File: src/rtl/fpsimd_perm_pkg.sv
package fpsimd_perm_pkg;
  localparam int EC_W  = 6;
  localparam int ISS_W = 25;
  localparam int LVL_W = 2;
  localparam int NLVL  = 1 << LVL_W;

  typedef enum logic [1:0] {
    FLT_NONE  = 2'd0,
    FLT_UNDEF = 2'd1,
    FLT_TRAP  = 2'd2
  } flt_e;

  localparam logic [EC_W-1:0]  EC_FP_ACC   = 6'h07;
  localparam logic [EC_W-1:0]  EC_CP_CTRL  = 6'h08;
  localparam logic [ISS_W-1:0] ISS_FP_ACC  = 25'h1E00000;
  localparam logic [ISS_W-1:0] ISS_CP_VEC  = 25'h20;
  localparam logic [ISS_W-1:0] ISS_CP_REG  = 25'h0A;

  typedef struct packed {
    flt_e              kind;
    logic [LVL_W-1:0]  tgt;
    logic [EC_W-1:0]   ec;
    logic [ISS_W-1:0]  iss;
  } perm_res_t;

  localparam perm_res_t RES_OK = '{kind: FLT_NONE, tgt: '0, ec: '0, iss: '0};

  function automatic perm_res_t mk_res(flt_e k, logic [LVL_W-1:0] t,
                                       logic [EC_W-1:0] e, logic [ISS_W-1:0] s);
    perm_res_t r;
    r.kind = k;
    r.tgt  = t;
    r.ec   = e;
    r.iss  = s;
    return r;
  endfunction
endpackage

File: src/rtl/fpsimd_perm_a32.sv
module fpsimd_perm_a32
  import fpsimd_perm_pkg::*;
(
  input  logic [LVL_W-1:0] cur_lvl_i,
  input  logic [NLVL-1:0]  lvl_is64_i,
  input  logic             nonsec_i,
  input  logic             has_virt_i,
  input  logic             has_sec_i,
  input  logic [1:0]       cp10_i,
  input  logic             vec_dis_i,
  input  logic             hyp_cp10_trap_i,
  input  logic             hyp_vec_trap_i,
  input  logic             ns_vec_dis_i,
  input  logic             ns_cp10_i,
  input  logic             mon_tfp_i,
  input  logic             fpx_en_i,
  input  logic             fpx_chk_i,
  input  logic             vec_op_i,
  input  perm_res_t        en64_i,
  input  perm_res_t        trp64_i,
  output perm_res_t        res_o
);
  logic             ns_ovr, eff_vdis, eff_htase, eff_hcp10, os_undef, hyp_hit;
  logic [1:0]       eff_cp10;
  logic [LVL_W-1:0] und_tgt;
  logic [ISS_W-1:0] hyp_iss;

  assign ns_ovr    = has_sec_i && !lvl_is64_i[NLVL-1] && nonsec_i;
  assign eff_vdis  = vec_dis_i | (ns_ovr & ns_vec_dis_i);
  assign eff_cp10  = (ns_ovr && !ns_cp10_i) ? 2'b00 : cp10_i;
  assign eff_htase = hyp_vec_trap_i | (ns_ovr & ns_vec_dis_i);
  assign eff_hcp10 = hyp_cp10_trap_i | (ns_ovr & ns_cp10_i);

  assign os_undef = (cur_lvl_i != LVL_W'(2)) &&
                    ((vec_op_i && eff_vdis) ||
                     ((cur_lvl_i == LVL_W'(0)) && (eff_cp10 != 2'b11)) ||
                     ((cur_lvl_i != LVL_W'(0)) && !eff_cp10[0]));
  assign hyp_hit  = (vec_op_i && eff_htase) || eff_hcp10;
  assign und_tgt  = (cur_lvl_i == LVL_W'(0)) ? LVL_W'(1) : cur_lvl_i;
  assign hyp_iss  = vec_op_i ? ISS_CP_VEC : ISS_CP_REG;

  always_comb begin
    res_o = RES_OK;
    if ((cur_lvl_i == LVL_W'(0)) && lvl_is64_i[1])
      res_o = en64_i;
    else if (os_undef || (fpx_chk_i && !fpx_en_i))
      res_o = mk_res(FLT_UNDEF, und_tgt, '0, '0);
    else if (has_virt_i && nonsec_i && lvl_is64_i[2])
      res_o = trp64_i;
    else if (has_virt_i && nonsec_i && hyp_hit)
      res_o = mk_res((cur_lvl_i == LVL_W'(2)) ? FLT_UNDEF : FLT_TRAP,
                     LVL_W'(2), EC_CP_CTRL, hyp_iss);
    else if (has_sec_i && lvl_is64_i[NLVL-1] && mon_tfp_i)
      res_o = mk_res(FLT_TRAP, LVL_W'(3), EC_FP_ACC, ISS_FP_ACC);
  end
endmodule

File: config.mk
export PLATFORM = sky130hd
export DESIGN_NAME = fpsimd_perm_a32
export DESIGN_NICKNAME = d
export VERILOG_FILES = /design/src/rtl/fpsimd_perm_pkg.sv /design/src/rtl/fpsimd_perm_a32.sv
export SDC_FILE = /design/constraint.sdc
export NUM_CORES = 1
export LEC_CHECK = 0
export BUFFER_PORTS_ARGS = -buffer_cell sky130_fd_sc_hd__buf_2
export CAP_MARGIN = 20
export CORE_MARGIN = 2
export CORE_UTILIZATION = 24
export DETAILED_ROUTE_END_ITERATION = 12
export PLACE_DENSITY = 0.8
export SYNTH_ARGS = -nofsm -noshare
export SYNTH_HDL_FRONTEND = slang
export SYNTH_SLANG_ARGS = --single-unit
File: constraint.sdc
create_clock -name vclk -period 1.27
set_clock_uncertainty 0.15 [all_clocks]
set_input_delay 0.0635 -clock vclk [all_inputs]
set_output_delay 0.0635 -clock vclk [all_outputs]
set_load 0.1 [all_outputs]
==> results of run 1 <==
## Yosys cell counts (2+ instances only)
master	instances	area share, %
nor4_1	2	1.9
o31ai_1	2	2.3
buf_2	4	3.1
a22o_1	22	30
a22oi_1	2	2.3
o21ai_0	3	2.3
nand2_1	4	2.3
nor2_1	3	1.7
nand3_1	2	1.5
inv_1	3	1.7
nand2b_1	6	5.7
or3_1	2	1.9
a221o_1	9	14
## kinds of logic after synthesis
group	after synthesis	share of synthesized area [%]
AO/OA/AOI/OAI	46	60.7
AND/OR/NAND/NOR	28	31.0
buffers and inverters	10	8.24
## per-stage QoR
stage | setup slack [ns] | std cells | hold WS (ns) | setup TNS (ns)
3_5_place_dp | -0.631 | 253 | 0.343 | -17.53
2_1_floorplan | -0.743 | 84 | 0.250 | -13.43
3_3_place_gp | -0.584 | 253 | 0.335 | -16.38
==> qor.txt, run 1 <==
Die Y: 56.2 um
error msg: [ERROR DPL-0033] detailed placement checks failed during check placement.
die width: 56.2 um
routability cong.: 0.781
Mapped Area: 653 sq um
sequential share of the synthesized area: 0%
syn_nets: 174
outcome: aborted with a tool error
Post-CTS Hold Buffers: 0
Synth Instances: 84
Failed at: 4_1_cts
Syn Area/Cell: 7.78 sq um
synth unique cells: 33
Yosys Warn Count: 0
Post-CTS Setup Bufs: 9
Gates resized, CTS repair: 28
initial core utilization: 25.9%
IO Count: 125
row count: 18
PortBufs: 124
dpl cell area: 2170 sq um
post-DP HPWL: 3440 um
==> run 2, diff against run 1 <==
CORE_AREA = 2 2 63 65   (was default)
CORE_MARGIN = default   (was 2)
CORE_UTILIZATION = default   (was 24)
DIE_AREA = 0 0 65 67   (was default)
PLACE_DENSITY = default   (was 0.8)
PLACE_DENSITY_LB_ADDON = 0.15   (was default)
clock period = 1.65 ns   (was 1.27 ns; I/O delays follow)
==> run 2 against run 1 <==
The flow now finishes, with violations (setup timing). Synthesized cell count is the same. Synthesized area is the same.
==> qor.txt, run 2 <==
Filler cells: 267
Die Y: 67 um (+19%)
clkbuf count: 0
PortBufs: 124 (unchanged)
crit path kind: input port to output port
CP Cell Sequence: buf_6 -> and4b_1 -> o211ai_2 -> nand3_4 -> nor3_4 -> buf_6 -> buf_6 -> a221o_2 -> buf_12
Multi-input gate area: 910 sq um
Syn Area/Cell: 7.78 sq um (unchanged)
outcome: finished, violations left
Setup TNS Final: -4.02 ns
Power Density: 371 nW/um^2
Synth top area share: 29.5% (unchanged)
Area Growth Syn to Fin: 282%
routed vias: 1363
maximum vdd drop: 214 uV
Final nets: 327
Hold Crit Class: input port to output port
crit path to: res_o[21]
sequential share of the synthesized area: 0% (unchanged)
1st-iter DRT viols: 32
slowest stage cell, crit path: a221o_2
endpoints failing hold: 0
post-DP HPWL: 3320 um (-3.7%)
Hold WS: 0.382 ns
Worst-Margin Slew: 0.283 ns
Max Slew Vio Count: 0
post-route ant nets: 0
top post-synthesis cells by count: 22 x a22o_1, 9 x a221o_1, 6 x nand2b_1
post-layout min period: 1.85 ns
drt wl/cell: 14.3 um
CP delay by family, top: buffers and inverters
largest net degree at the start of global routing: 19
Yosys Warn Count: 0 (unchanged)
Critical Path Source Type: input port
gr ovfl total: 0
row count: 22 (+4)
most frequent cells in the layout: 82 x buf_2, 35 x buf_12, 21 x buf_4, 20 x a22o_4, 18 x buf_6
leading area contributor after synthesis: a22o_1
WP buf/inv: 4
Req. time, crit path: 1.42 ns
core area: 3610 sq um
leak pwr: 1.22 nW
die footprint: 4360 sq um
GRT Resource Usage Total: 16.2%
Worst Setup End Kind: output port
Worst Setup SP: lvl_is64_i[3]
fin crit share: 112%
share of layout cells above drive strength 1: 87.7%
global-route wire length before repair: 5730 um
Crit path depth: 9
antenna fix cells: 0
Post-CTS Hold Buffers: 0 (unchanged)
Avg Vias per Cell: 4.82
DRT Wirelength: 4060 um
Worst Path Max Fanout: 8
initial core utilization: 18.1% (-7.8 points)
max_slew headroom: 81.0%
CP max stage delay: 0.38 ns
synth unique cells: 33 (unchanged)
Final setup viols: 35
vias in the first global route: 1268
Max Clk Rate: 542 MHz
hold path start: trp64_i[7]
most common cell after layout, fill and taps aside: buf_2
Mapped Area: 653 sq um (unchanged)
syn_nets: 174 (unchanged)
die width: 65 um (+16%)
Max Cap Violations: 0
drt drc: 0
initial antenna violation count: 0
post-route setup slack: -0.195 ns
violations in the final reports: setup timing
Synth Instances: 84 (unchanged)
synth top area cells: a22o_1 30%, a221o_1 14%, nand2b_1 5.7%
RSZ-0062 raised after global routing: yes
IO Count: 125 (unchanged)
Worst Path Arrival: 1.61 ns
1st-pass router iterations: 4
Critical Path Most Common Cell: buf_6
register area: 0 sq um
routability cong.: 0.757 (-3.0%)
seq_cells: 0
count leader, synth: a22o_1
[run 2: cell counts after synthesis]
No cell type changed its count.
[run 2: metal layers]
layer | GRT usage [%] | up-vias | share of wire, %
li1 | - | 672 | -
met1 | 18.3 | 619 | 33
met2 | 33.0 | 70 | 57
met3 | 3.04 | 2 | 9.9
met4 | 0 | 0 | 0.32
met5 | 0 | - | 0
[run 2: area by class of cell]
cell class         count  share of cell area [%]
inverters              3                   0.452
multi-input cells     74                    36.5
well taps             48                    2.41
repair buffers       158                    60.6
[run 2: where the power goes]
part / internal, mW / switching (mW)
logic: 0.399 / 0.526
clock network: 0 / 0
registers: 0 / 0
[run 2: per-stage QoR]
stage                     instances  power, mW  setup slack [ns]  area (sq um)  utilization [%]
after global placement          274      0.847            -0.252          2160             59.9
after global routing            283      0.960            -0.259          2490             69.1
after detailed placement        274      0.852            -0.276          2160             59.9
final                           283      0.925            -0.195          2490             69.1
after CTS                       281      0.892            -0.168          2330             64.6
after floorplan                  84      0.472            -0.401           801                -
[run 2: cells by family (layout without fill, tap and decap cells)]
| kind of cell | after synthesis | count (layout) | synth area share (%) |
|---|---|---|---|
| AND/OR/NAND/NOR | 28 | 28 | 31.0 |
| buffers and inverters | 10 | 161 | 8.24 |
| AO/OA/AOI/OAI | 46 | 46 | 60.7 |
[run 2: worst min-delay path by stage]
stage                     endpoint  slack (ns)  depth (start not counted)
final                     res_o[7]        0.38                          3
after global routing      res_o[6]        0.39                          3
after CTS                 res_o[7]        0.38                          3
after detailed placement  res_o[7]        0.38                          3
after global placement    res_o[7]        0.38                          3
after floorplan           res_o[0]        0.29                          1
[run 2: repair_timing]
action | 4_1_cts | 5_1_grt
resized for setup | 21 | 26
pin swaps | 8 | 5
gates cloned | 1 | 1
endpoints found under the setup margin | 35 | 35
setup buffers | 6 | 1
hold endpoints to repair | 0 | 0
Note: power is estimated with default switching activity, not from simulation.
==> run 3, diff against run 2 <==
BUFFER_PORTS_ARGS = -buffer_cell sky130_fd_sc_hd__buf_4   (was -buffer_cell sky130_fd_sc_hd__buf_2)
SLEW_MARGIN = 20   (was default)
==> run 3 against run 2 <==
The run still ends with setup timing left. First-iteration DRC count grew 100%. Global-route usage is 4.8 points higher. Cell area grew 8.7%. Clock-buffer cell count is the same. Sequential share of layout area is the same. Flip-flop and latch count unchanged. Wire length increased by 30%. Via count increased by 4.2%. Die area did not move. Non-clock buffer count increased by 1. Largest power group unchanged.
==> qor.txt, run 3 (synthesized netlist as in run 2, its figures left out) <==
outcome: finished, violations left
violations in the final reports: setup timing
leak pwr: 1.31 nW (+6.8%)
post-route setup slack: -0.196 ns (-0.00103 ns)
Final nets: 328 (+0.31%)
initial antenna violation count: 0 (unchanged)
most common cell after layout, fill and taps aside: buf_4
Worst Setup End Kind: output port
fin crit share: 112% (about the same)
Avg Vias per Cell: 5.00 (+3.8%)
crit path kind: input port to output port
RSZ-0062 raised after global routing: yes
max_slew headroom: 78.8% (-2.1 points)
die width: 65 um (unchanged)
Max Cap Violations: 0 (unchanged)
slowest stage cell, crit path: a221o_2
IO Count: 125 (unchanged)
routability cong.: 0.827 (+9.2%)
Req. time, crit path: 1.42 ns (about the same)
core area: 3610 sq um (unchanged)
Final setup viols: 35 (unchanged)
drt drc: 0 (unchanged)
CP Cell Sequence: buf_6 -> and4b_1 -> o211ai_2 -> nand3_4 -> nor3_4 -> buf_6 -> buf_12 -> a221o_2 -> buf_12
Hold Crit Class: input port to output port
Power Density: 366 nW/um^2 (-1.3%)
PortBufs: 124 (unchanged)
register area: 0 sq um (unchanged)
seq_cells: 0 (unchanged)
most frequent cells in the layout: 107 x buf_4, 38 x buf_12, 21 x a22o_4, 11 x buf_6, 9 x a221o_2
dpl ws: -0.399 ns (-0.123 ns)
GRT Resource Usage Total: 21.0% (+4.8 points)
DRT Wirelength: 5270 um (+30%)
1st-iter DRT viols: 64 (+100%)
Worst Path Arrival: 1.61 ns (about the same)
clkbuf count: 0 (unchanged)
CP delay by family, top: buffers and inverters
Max Clk Rate: 542 MHz (about the same)
row count: 22 (unchanged)
gr ovfl total: 0 (unchanged)
Filler cells: 226 (-15%)
1st-pass router iterations: 4 (unchanged)
vias in the first global route: 1459 (+15%)
Pwr Total: 0.992 mW (+7.3%)
initial core utilization: 18.1% (unchanged)
endpoints failing hold: 0 (unchanged)
Die Y: 67 um (unchanged)
drt wl/cell: 18.5 um (+29%)
WP buf/inv: 4 (unchanged)
global-route wire length before repair: 7270 um (+27%)
share of layout cells above drive strength 1: 86.9% (-0.80 points)
Worst-Margin Slew: 0.315 ns (+0.0320 ns)
Worst Path Max Fanout: 7 (-1)
Max Slew Vio Count: 0 (unchanged)
largest net degree at the start of global routing: 14 (-5)
dpl cell area: 1930 sq um (-11%)
Multi-input gate area: 882 sq um (-3.0%)
Critical Path Source Type: input port
post-layout min period: 1.85 ns (+0.00103 ns)
post-DP HPWL: 3370 um (+1.7%)
post-route ant nets: 0 (unchanged)
routed vias: 1420 (+4.2%)
Area Growth Syn to Fin: 315%
CP max stage delay: 0.36 ns (-0.02 ns)
antenna fix cells: 0 (unchanged)
maximum vdd drop: 194 uV (-9.3%)
post-route cell area: 2710 sq um (+8.7%)
die footprint: 4360 sq um (unchanged)
Post-CTS Hold Buffers: 0 (unchanged)
[run 3: timing repair]
action,4_1_cts,5_1_grt
endpoints found under the setup margin,35,35
resized for setup,122,14
pin swaps,9,8
cloned,2,1
buffers inserted,8,8
[run 3: metal layers]
metal  routed length (um)  track usage [%]  part of all wire (%)  up-vias
met1                 1700             22.4                    32      671
li1                     -                -                     -      674
met2                 3150             44.7                    60       75
met3                  418             3.55                   7.9        0
met5                    0                0                     0        -
met4                    0                0                     0        0
[run 3: worst paths after layout]
path                       from   endpoint  depth (start not counted)
setup / recovery  lvl_is64_i[3]  res_o[27]                          9
hold / removal       trp64_i[6]   res_o[6]                          3
[run 3: power by group]
group          leakage, nW  internal [mW]  total, mW  switching (mW)
registers                0              0          0               0
logic                 1.31          0.455      0.992           0.537
clock network            0              0          0               0
total                 1.31          0.455      0.992           0.537
[run 3: layout make-up]
cell class | count | share of cell area [%]
inverters | 3 | 0.416
multi-input cells | 74 | 32.6
well taps | 48 | 2.22
repair buffers | 159 | 64.8
[run 3: per-stage QoR]
step / setup TNS, ns / hold slack (ns) / cells / util, %
after floorplan: -3.02 / 0.294 / 84 / -
after global placement: -8.22 / 0.468 / 267 / 53.5
final: -4.40 / 0.379 / 284 / 75.1
after detailed placement: -10.42 / 0.468 / 267 / 53.5
after CTS: -5.39 / 0.379 / 277 / 71.7
after global routing: -6.67 / 0.388 / 284 / 75.1
[run 3: tightest hold or removal path, cell delays in order]
cell and delay, ns:
buf_4 0.08, a22o_4 0.12, buf_12 0.16
==> run 4, diff against run 3 <==
CELL_PAD_IN_SITES_DETAIL_PLACEMENT = 1   (was default)
CELL_PAD_IN_SITES_GLOBAL_PLACEMENT = 2   (was default)
CORE_AREA = default   (was 2 2 63 65)
CORE_MARGIN = 2   (was default)
CORE_UTILIZATION = 10   (was default)
DIE_AREA = default   (was 0 0 65 67)
==> run 4 against run 3 <==
The run still ends with setup timing left. Non-clock buffer count is 1 lower. Critical endpoint is now res_o[28]. Setup slack better by 0.029 ns. Cell count is 9.9% higher. Worst hold slack worse by 0.0033 ns. First-iteration DRC count is 47% lower.
==> qor.txt, run 4 (synthesized netlist as in run 2, its figures left out) <==
fin cells: 312 (+9.9%)
initial core utilization: 10.3% (-7.8 points)
Pwr Total: 0.998 mW (+0.62%)
clkbuf count: 0 (unchanged)
Max Cap Violations: 0 (unchanged)
routed vias: 1399 (-1.5%)
most frequent cells in the layout: 108 x buf_4, 38 x buf_12, 18 x a22o_4, 9 x a221o_2, 9 x buf_6
register area: 0 sq um (unchanged)
maximum vdd drop: 202 uV (+3.9%)
PortBufs: 124 (unchanged)
Final nets: 327 (-0.30%)
post-layout min period: 1.82 ns (-0.0287 ns)
WP buf/inv: 4 (unchanged)
GRT Resource Usage Total: 13.6% (-7.4 points)
largest net degree at the start of global routing: 13 (-1)
share of layout cells above drive strength 1: 88.1% (+1.2 points)
Core Util, Final: 42.9% (-32 points)
RSZ-0062 raised after global routing: yes
CP Cell Sequence: buf_8 -> and4b_1 -> o211ai_2 -> nand3_4 -> nor3_4 -> buf_6 -> buf_8 -> a221o_2 -> buf_12
Max Slew Vio Count: 0 (unchanged)
seq_cells: 0 (unchanged)
share of power burned in registers: 0% (unchanged)
clock share of power: 0% (unchanged)
Worst Path Arrival: 1.58 ns (-0.03 ns)
core area: 6350 sq um (+76%)
initial antenna violation count: 0 (unchanged)
row count: 29 (+32%)
global-route wire length before repair: 8180 um (+13%)
leak pwr: 1.28 nW (-2.0%)
Req. time, crit path: 1.42 ns (about the same)
placed cells: 305 (+14%)
Critical Path Most Common Cell: buf_8
Post-CTS Hold Buffers: 0 (unchanged)
drt drc: 0 (unchanged)
Hold WS: 0.376 ns (-0.00333 ns)
IO Count: 125 (unchanged)
Worst Setup End Kind: output port
Area Growth Syn to Fin: 317%
endpoints failing hold: 0 (unchanged)
1st-iter DRT viols: 34 (-47%)
Sw Share: 53.9% (-0.24 points)
net load switching power: 0.538 mW (+0.17%)
DRT Wirelength: 5280 um (+0.32%)
vias in the first global route: 1553 (+6.4%)
violations in the final reports: setup timing
Worst Path Max Fanout: 6 (-1)
Max Clk Rate: 550 MHz (+1.6%)
post-route ant nets: 0 (unchanged)
crit path kind: input port to output port
post-DP HPWL: 4280 um (+27%)
Avg Vias per Cell: 4.48 (-10%)
outcome: finished, violations left
CP max stage delay: 0.36 ns (about the same)
CP delay by family, top: buffers and inverters
Final setup viols: 35 (unchanged)
slowest stage cell, crit path: a221o_2
die footprint: 7190 sq um (+65%)
routability cong.: 0.768 (-7.2%)
Power Internal: 0.460 mW (+1.1%)
gr ovfl total: 0 (unchanged)
fin crit share: 110% (-1.7 points)
combinational share of power: 100.0% (about the same)
Hold Crit Class: input port to output port
post-route setup slack: -0.167 ns (+0.0287 ns)
die width: 84.8 um (+30%)
Critical Path Source Type: input port
antenna fix cells: 0 (unchanged)
Power Density: 366 nW/um^2 (about the same)
drt wl/cell: 16.9 um (-8.7%)
dpl cell area: 2030 sq um (+5.4%)
post-route cell area: 2730 sq um (+0.65%)
1st-pass router iterations: 4 (unchanged)
most common cell after layout, fill and taps aside: buf_4
max_slew headroom: 79.4% (+0.53 points)
Worst-Margin Slew: 0.310 ns (-0.00536 ns)
Die Y: 84.8 um (+27%)
[run 4: cell count changes in the layout (fill, tap and decap cells not counted), moves of 2 or more]
cell	change
a22o_2	+3
a22o_4	-3
buf_6	-2
buf_8	+2
nor4_2	-2
[run 4: layer usage]
metal	share of wire (%)	wire length (um)	up-vias	GRT usage, %
met1	35	1860	664	15.0
met4	0.32	17	0	0.289
li1	-	-	669	-
met2	58	3070	64	28.6
met5	0	0	-	0
met3	6.3	334	2	2.04
[run 4: power groups by stage]
stage | combinational (mW) | sequential (mW) | clock, mW
after global routing | 1.03 | 0 | 0
after detailed placement | 0.796 | 0 | 0
after floorplan | 0.472 | 0 | 0
final | 0.998 | 0 | 0
after global placement | 0.787 | 0 | 0
after CTS | 0.977 | 0 | 0
[run 4: worst paths after layout]
| path | startpoint | to | slack, ns | cells after the start |
|---|---|---|---|---|
| worst max-delay path | lvl_is64_i[3] | res_o[28] | -0.17 | 9 |
| worst min-delay path | trp64_i[13] | res_o[13] | 0.38 | 3 |
[run 4: area by class of cell]
type / instances / area (sq um)
fillers: 674 / 3620
repair buffers: 158 / 1720
multi-input cells: 74 / 901
well taps: 77 / 96.3
inverters: 3 / 11.3
[run 4: stage by stage]
| stage | setup WS (ns) | TNS [ns] |
|---|---|---|
| after floorplan | -0.401 | -3.02 |
| after global placement | -0.306 | -7.80 |
| after detailed placement | -0.310 | -8.76 |
| after CTS | -0.218 | -4.76 |
| after global routing | -0.235 | -6.84 |
| final | -0.167 | -4.51 |
[run 4: timing repair]
item                                   4_1_cts  5_1_grt
setup endpoints to repair                   35       35
cloned                                       1        0
gates resized for setup                    130       13
pin swaps                                   13       13
endpoints found under the hold margin        0        0
setup buffers                                9        2
